<file path="src/rtl/rmerge_pkg.sv">
package rmerge_pkg;
    localparam int DATA_W  = 64;
    localparam int BUS_W   = DATA_W + 1;
    localparam int TID_W   = 3;
    localparam int EXC_W   = 2;
    // field positions of a control beat
    localparam int CTL_BIT = BUS_W - 1;
    localparam int VLD_BIT = 63;
    localparam int ACK_BIT = 62;
    localparam int RD_BIT  = 59;
    localparam int TID_LSB = 56;
    localparam int EXC_LSB = 48;

    typedef struct packed {
        logic             rd;
        logic [TID_W-1:0] tid;
        logic             ack;
        logic [EXC_W-1:0] exc;
    } hdr_t;

    typedef struct packed {
        hdr_t              hdr;
        logic [DATA_W-1:0] data;
    } result_t;

    function automatic hdr_t hdr_decode(input logic [BUS_W-1:0] beat);
        hdr_t h;
        h.rd  = beat[RD_BIT];
        h.tid = beat[TID_LSB +: TID_W];
        h.ack = beat[ACK_BIT];
        h.exc = beat[EXC_LSB +: EXC_W];
        return h;
    endfunction
endpackage

</file>
<file path="src/rtl/rmerge_lane.sv">
module rmerge_lane
    import rmerge_pkg::*;
(
    input  logic             clk,
    input  logic             rst,
    input  logic [BUS_W-1:0] bus,
    input  logic             grant,
    output logic             rdy,
    output logic             load,
    output result_t          res
);
    typedef struct packed {
        logic [BUS_W-1:0] beat;   // stage-1 capture
        logic             armed;  // valid control seen last cycle
        hdr_t             hdr;
        logic             rdy;    // stage-2 holds an undelivered result
        result_t          res;    // stage-2 result
    } lane_st_t;

    lane_st_t st_d, st_q;
    logic     is_ctl;
    logic     is_vld_ctl;

    always_comb begin
        st_d       = st_q;
        is_ctl     = st_q.beat[CTL_BIT];
        is_vld_ctl = is_ctl && st_q.beat[VLD_BIT];
        load       = st_q.armed && !is_ctl;

        st_d.beat  = bus;
        st_d.armed = is_vld_ctl;
        if (is_vld_ctl) begin
            st_d.hdr = hdr_decode(st_q.beat);
        end
        if (load) begin
            st_d.res.hdr  = st_q.hdr;
            st_d.res.data = st_q.beat[DATA_W-1:0];
        end
        st_d.rdy = load || (st_q.rdy && !grant);
    end

    always_ff @(posedge clk) begin
        if (rst) begin
            st_q <= '0;
        end else begin
            st_q <= st_d;
        end
    end

    assign rdy = st_q.rdy;
    assign res = st_q.res;
endmodule

</file>
<file path="src/rtl/rmerge_arb.sv">
module rmerge_arb
    import rmerge_pkg::*;
(
    input  logic    fst_rdy,
    input  logic    loc_rdy,
    input  result_t fst_res,
    input  result_t loc_res,
    output logic    fst_grant,
    output logic    loc_grant,
    output logic    out_vld,
    output logic    out_src,
    output result_t out_res
);
    always_comb begin
        fst_grant = fst_rdy;
        loc_grant = loc_rdy && !fst_rdy;
        out_vld   = fst_rdy || loc_rdy;
        out_src   = fst_rdy;
        out_res   = fst_rdy ? fst_res : loc_res;
    end
endmodule

</file>
<file path="src/rtl/dual_ring_merge.sv">
module dual_ring_merge
    import rmerge_pkg::*;
(
    input  logic              clk,
    input  logic              rst,
    input  logic [BUS_W-1:0]  loc_bus,
    input  logic [BUS_W-1:0]  fst_bus,
    output logic              out_vld,
    output logic              out_src,
    output logic [DATA_W-1:0] out_data,
    output logic [TID_W-1:0]  out_tid,
    output logic              out_ack,
    output logic              out_rd,
    output logic [EXC_W-1:0]  out_exc
);
    logic    loc_rdy, fst_rdy, loc_load, fst_load, loc_grant, fst_grant;
    result_t loc_res, fst_res, out_res;

    rmerge_lane u_loc (
        .clk(clk), .rst(rst), .bus(loc_bus), .grant(loc_grant),
        .rdy(loc_rdy), .load(loc_load), .res(loc_res)
    );

    rmerge_lane u_fst (
        .clk(clk), .rst(rst), .bus(fst_bus), .grant(fst_grant),
        .rdy(fst_rdy), .load(fst_load), .res(fst_res)
    );

    rmerge_arb u_arb (
        .fst_rdy(fst_rdy), .loc_rdy(loc_rdy),
        .fst_res(fst_res), .loc_res(loc_res),
        .fst_grant(fst_grant), .loc_grant(loc_grant),
        .out_vld(out_vld), .out_src(out_src), .out_res(out_res)
    );

    assign out_data = out_res.data;
    assign out_tid  = out_res.hdr.tid;
    assign out_ack  = out_res.hdr.ack;
    assign out_rd   = out_res.hdr.rd;
    assign out_exc  = out_res.hdr.exc;
endmodule

</file>
<file path="config.mk">
export PLATFORM = sky130hd
export DESIGN_NAME = dual_ring_merge
export DESIGN_NICKNAME = d
export VERILOG_FILES = /design/src/rtl/rmerge_pkg.sv /design/src/rtl/rmerge_lane.sv /design/src/rtl/rmerge_arb.sv /design/src/rtl/dual_ring_merge.sv
export SDC_FILE = /design/constraint.sdc
export NUM_CORES = 1
export LEC_CHECK = 0
export ABC_AREA = 1
export BUFFER_PORTS_ARGS = -buffer_cell sky130_fd_sc_hd__buf_2
export CORE_ASPECT_RATIO = 0.75
export CORE_MARGIN = 2
export CORE_UTILIZATION = 62
export CTS_BUF_LIST = sky130_fd_sc_hd__clkbuf_8
export CTS_CLUSTER_SIZE = 25
export DETAILED_ROUTE_END_ITERATION = 16
export PLACE_DENSITY_LB_ADDON = 0.2
export SLEW_MARGIN = 30
export SYNTH_ARGS = -nofsm -noshare
export SYNTH_HDL_FRONTEND = slang
export SYNTH_SLANG_ARGS = --single-unit
</file>
<file path="constraint.sdc">
create_clock -name clk -period 2.6 [get_ports clk]
set_clock_uncertainty 0.15 [all_clocks]
set_input_delay 0.13 -clock clk [delete_from_list [all_inputs] [get_ports clk]]
set_output_delay 0.13 -clock clk [all_outputs]
set_load 0.02 [all_outputs]
</file>
Word-level counts from Yosys, hierarchy flattened --
Cells that the tools add are included.
Cells by class: muxes and demuxes 1, reductions and logical operators 12
Operators with widths (count):
- $mux W71 | 1
- $logic_and A1 B1 Y1 | 6
- $logic_not A1 Y1 | 4
- $logic_or A1 B1 Y1 | 2
Storage, ports and cells: word-level logic and storage cells 37, register bits after elaboration 290, bits of input ports 132

Logic depth before layout (Yosys ltp) --
Gate-level depths: netlist of the first run.
word-level depth 5, gate-level depth with buffers 6, depth with buffers taken out 4

Hierarchy --
From an unflattened synthesis of the first run, not the netlist that was laid out.
Unflattened totals: cell total of the unflattened synthesis 1776, area, all modules 12459.4 sq um
Modules (own cells, without submodules):
- rmerge_lane | times used 2, area each 5743.0 sq um, cells each 771, seq. area each 2902.8 sq um
- rmerge_arb | times used 1, area each 973.4 sq um, cells each 234, seq. area each 0.0 sq um

Worst setup path before layout of the first run --
No wires, ideal clock.
path type flip-flop to output port, start register u_fst.st_q, in the netlist u_fst.rdy, end output port out_ack, path slack 1.180 ns, arrival 1.140 ns, buffers on the path 2, stages on the path, launching flop included 5, path through dfxtp_1 > clkbuf_1 > buf_2 > nand2_1 > nand2_1
On the way: cells in the longest elaborated chain, start to end 1
Ends and longest elaborated chain:
- start: declaration | line rmerge_lane.sv:20 | lane_st_t st_d, st_q;
- start signal: assignment | line rmerge_lane.sv:46 | st_q <= st_d;
- $mux W71 | line rmerge_arb.sv:19 | out_res = fst_rdy ? fst_res : loc_res;
- end: declaration | line dual_ring_merge.sv:12 | output logic out_ack,
No other way between the ends.

Final worst setup path of the first run --
start register u_fst.st_q, in the netlist u_fst.rdy, end output port out_data[48]
On the way: cells in the longest elaborated chain, start to end 1
Ends and longest elaborated chain:
- $mux W71 | line rmerge_arb.sv:19
- end: declaration | line dual_ring_merge.sv:10 | output logic [DATA_W-1:0] out_data,
No other way between the ends.

==> reports/results.tsv, run 1 <==
metric	value	unit
cts_tree	done	
yosysTopAreaCellShare	0.5167	
grt_overflow	0	
netlist_top_cells_count	nor2_1, nand2_1, dfxtp_1	
die_w	159.4	um
design_power_total	8.958	mW
cts_resized	0	
drive_gt1_frac	0.1504	
clockBufferDepth	3	
antenna_left	0	
fin_crit_sh	0.8925	
finalHoldViolations	0	
core	17710	sq um
yosys.cell_count.top_type	nor2_1	
port_buffers	204	
detail_route.wl_per_cell	14.00	um
clkSinkCount	290	
fin_util	0.8109	
cts_setup_buffers	0	
grt_pass1_vias	10820	
placed_area	12220	sq um
yosys-top-cells-area	dfxtp_1, nor2_1, nand2_1	
viasPerCell	4.915	
io_pins	205	
cts_made_buffers	42	
crit_arrival	2.04	ns
yosys_warnings	0	
synth.avg_cell_area	6.906	sq um
worstSetupPathType	flip-flop to output pin	
leakage	7.322	nW
layout_min_cycle_time	2.320	ns
ys_seq_area_frac	0.5167	
crit_path_max_fanout	74	
htreeDepth	2	
placementRows	42	
ys_ff_latch	290	
die_area	19230	sq um
area_delta_synth_final	27.82	%
track_usage	0.3244	
dp_hpwl	16130	um
synth_area	11240	sq um
nets	2063	
tns	0	ns
worstSetupStartpointType	flip-flop	
drtIter0Drc	975	
setup_viol	0	
grt_max_degree	149	
routed-via-count	10850	
worstSetupEndpointType	output pin	
worstPathRequired	2.32	ns
grt_setup_unrepaired	false	
worstHoldPathCells	4	
peakVddDrop	0.0004383	V
power.density	623.8	nW/um^2
status	complete, no violations	
start_util	0.6344	
cts_root_buffer	clkbuf_8	
drv_slew	0	
clk_latency	0.53	ns
synth.largest_area_cell	dfxtp_1	
r2r.worst_path.cells	5	
die_h	120.6	um
synth_fp_nets	1759	
maxSlewHeadroom	0.4225	
pre_cts_ws	0.7192	ns
clk_pin_slew	0.06	ns
hold_class	primary input to flip-flop	
ys.flop_type	dfxtp_1	
synth_cells	1627	
grt_pass1_wl	50890	um
drv_cap	0	
gpl.final_weighted_congestion	0.7929	
synth.distinct_cells	15	
synthArstFlopShare	0	
synth_edf_count	0	
finalWirelength	30910	um
drc_errors	0	
antenna_found_initial	3	
clock.fmax	431.0	MHz
post-route-cell-area	14360	sq um
tightest_slew	0.8663	ns
setup_ws	0.2796	ns
first_pass_iters	5	
## flip-flops by register name, indices dropped and copies added, names as in the netlist
register	flops
u_loc.is_ctl	1
u_fst.rdy	1
u_fst.st_q	72
u_loc.rdy	1
u_fst.res	71
u_fst.is_ctl	1
u_loc.res	71
u_loc.st_q	72
## worst max-delay path, cell delays in order, from the launching register on
cell and delay, ns:
dfxtp_2 0.33, buf_4 0.67, nand2_1 0.13, nand2_1 0.15, buf_2 0.19
## layer usage
layer	global-route usage	vias to the layer above	wire length, um
met5	0	-	0
met4	0.1568	0	1106
met3	0.05695	101	2189
met2	0.5573	475	14770
met1	0.3991	4928	12840
li1	-	5343	-
## layout make-up
cell class | count | area [sq um]
flip-flops and latches | 290 | 5809
multi-input cells | 964 | 3851
fillers | 1198 | 3348
repair buffers | 355 | 2522
inverters | 278 | 1046
clock buffers | 53 | 729.5
well taps | 242 | 302.8
clock inverters | 22 | 92.59
diodes | 3 | 7.507
## final timing paths
check                       from              to  slack (ns)
setup / recovery       u_fst.rdy    out_data[48]        0.28
hold / removal       loc_bus[10]  u_loc.st_q[90]        0.19
hold reg to reg   u_fst.st_q[72]  u_fst.st_q[72]        0.31
setup reg to reg  u_loc.st_q[79]    u_loc.res[1]        0.62
## kinds of logic after synthesis
family,count (synthesis),share of synthesized area
flip-flops,290,0.5167
AO/OA/AOI/OAI,15,0.006681
buffers and inverters,373,0.1405
AND/OR/NAND/NOR,949,0.3361
## what timing repair did
action	in CTS	in global routing
hold buffers	131	0
hold endpoints to repair	151	0
endpoints found under the setup margin	0	0
## metrics by stage
step	std cells	hold WS (ns)
global route	2206	0.1890
CTS	2204	0.1654
finish	2207	0.1856
floorplan	1627	0.08697
global placement	1998	0.1797
detailed placement	1998	0.1851
## cell usage in the layout, fill, tap and decap left out, drive strengths merged
master	count
diode	3
clkinvlp	1
nand3	156
nand2	373
dfxtp	290
clkbuf	53
nor2	418
or2	1
buf	224
dlygate4sd3	131
inv	294
a21oi	15
clkinv	5
nor3	1
## power by group
part	total [mW]	leakage, nW	internal, mW	switching (mW)
clock	3.51	0.486	1.83	1.68
combinational	0.783	4.46	0.358	0.425
sequential	4.66	2.38	4.60	0.0642
total	8.96	7.32	6.79	2.17
(Power assumes the default switching activity.)
==> run 2: changes to the inputs <==
- CORE_UTILIZATION: 62 -> 55
==> reports/results.tsv, run 2 (synthesis results as in run 1) <==
metric	value	unit	change
switching_power	2.183	mW	+0.58%
setup_viol	0		unchanged
p_int	7.002	mW	+3.2%
cts_root_buffer	clkbuf_8		
final_cell_mix	nor2_1, nand2_1, dfxtp_1, inv_1, buf_2		
cts_setup_buffers	0		unchanged
peakVddDrop	0.0003864	V	-12%
die_h	127.8	um	+6.0%
io_pins	205		unchanged
fillers	1626		+36%
status	complete, no violations		
tns	0	ns	unchanged
cts_tree	done		
htreeDepth	2		unchanged
routed-via-count	10410		-4.0%
n_antenna_cell	0		-3
drtIter0Drc	721		-26%
antenna_found_initial	0		-3
detail_route.wl_per_cell	13.35	um	-4.7%
dp_hpwl	15690	um	-2.7%
worstPathRequired	2.32	ns	about the same
largestRegisters	u_fst.st_q: 72 flops, u_loc.st_q: 72 flops		
crit_arrival	1.80	ns	-0.24 ns
layout_min_cycle_time	2.084	ns	-0.2364 ns
clockBufferDepth	3		unchanged
final_common_cell	nor2_1		
grt_setup_unrepaired	false		
maxSlewHeadroom	0.4100		-0.01253
clkSinkCount	290		unchanged
clk_pin_slew	0.06	ns	about the same
grt_overflow	0		unchanged
drc_errors	0		unchanged
leakage	7.334	nW	+0.16%
drv_cap	0		unchanged
power.density	635.7	nW/um^2	+1.9%
grt_pass1_wl	47520	um	-6.6%
area_delta_synth_final	28.61	%	
worstSetupPathType	flip-flop to output pin		
drv_slew	0		unchanged
hold_class	primary input to flip-flop		
combPwrFrac	0.084		-0.003
first_pass_iters	6		+1
die_area	21600	sq um	+12%
antenna_left	0		unchanged
finalHoldViolations	0		unchanged
fin_crit_sh	0.8015		-0.09094
core	20160	sq um	+14%
crit_path_max_fanout	64		-14%
viasPerCell	4.697		-4.4%
start_util	0.5574		-0.07703
placementRows	45		+7.1%
finalWirelength	29580	um	-4.3%
worstSetupStartpointType	flip-flop		
grt_pass1_vias	10060		-7.0%
port_buffers	204		unchanged
tightest_slew	0.8851	ns	+0.01880 ns
dp_cells	2009		+0.55%
seqPwrFrac	0.507		-0.013
stdcell_count	2216		+0.41%
clock.fmax	479.8	MHz	+11%
clk_latency	0.54	ns	about the same
nets	2060		-0.15%
drive_gt1_frac	0.1512		+0.0008179
die_w	169.0	um	+6.0%
worstSetupEndpointType	output pin		
gpl.final_weighted_congestion	0.8140		+2.7%
sw_frac_of_total	0.2377		-0.004638
track_usage	0.2694		-0.05493
design_power_total	9.185	mW	+2.5%
cts_made_buffers	44		+4.8%
clkPwrFrac	0.409		+0.017
grt_max_degree	149		unchanged
run 2: cell types whose count changed in the layout (fill, tap and decap cells not counted), sizes merged:
cell | previous run | this run
clkbuf | 53 | 60
buf | 224 | 219
inv | 294 | 290
diode | 3 | 0
clkinv | 5 | 3
run 2: routing by layer:
| metal | wire length (um) | up-vias | GRT usage |
|---|---|---|---|
| li1 | - | 5331 | - |
| met5 | 0 | - | 0 |
| met3 | 1849 | 76 | 0.04878 |
| met4 | 807 | 0 | 0.1051 |
| met2 | 13550 | 365 | 0.4520 |
| met1 | 13370 | 4636 | 0.3484 |
run 2: per-stage QoR:
step	hold slack (ns)	util	setup WS (ns)	area (sq um)
6_report	0.1773	0.7169	0.5160	14450
5_1_grt	0.1666	0.7169	0.4368	14450
4_1_cts	0.1383	0.7169	0.5306	14450
3_5_place_dp	0.1861	0.6073	0.6591	12240
3_3_place_gp	0.1816	0.6073	0.6899	12240
2_1_floorplan	0.08697	-	1.180	11240
run 2: final cells by class:
class / count / area (sq um) / share of cell area
tap: 258 / 322.8 / 0.02234
clock buffer: 60 / 825.8 / 0.05715
clock inverter: 16 / 72.57 / 0.005022
multi-input combinational: 964 / 3851 / 0.2665
inverter: 278 / 1046 / 0.07239
sequential: 290 / 5809 / 0.4020
timing repair buffer: 350 / 2522 / 0.1746
run 2: power by group through the flow:
stage               Combinational, mW  Clock [mW]  Sequential [mW]
finish                          0.768        3.76             4.66
global route                    0.855        4.01             4.67
CTS                             0.748        3.81             4.66
detailed placement              0.595           0             4.75
global placement                0.587           0             4.75
floorplan                       0.398           0             4.73
run 2: final timing paths:
check | from | cells after the start | end | slack [ns]
hold / removal | fst_bus[53] | 4 | u_fst.st_q[133] | 0.18
setup reg to reg | u_fst.st_q[79] | 5 | u_fst.res[48] | 0.62
hold reg to reg | u_loc.rdy | 2 | u_loc.rdy | 0.31
setup / recovery | u_fst.rdy | 5 | out_data[42] | 0.52
run 2: timing repair:
action                                 CTS  global route
resized for setup                        0             0
hold buffers                           131             0
endpoints found under the hold margin  163             0
run 2: critical path, stage by stage (launching register included):
cell and delay, ns:
dfxtp_2 0.34, inv_2 0.15, buf_12 0.30, nand2_1 0.09, nand2_1 0.14, buf_2 0.19
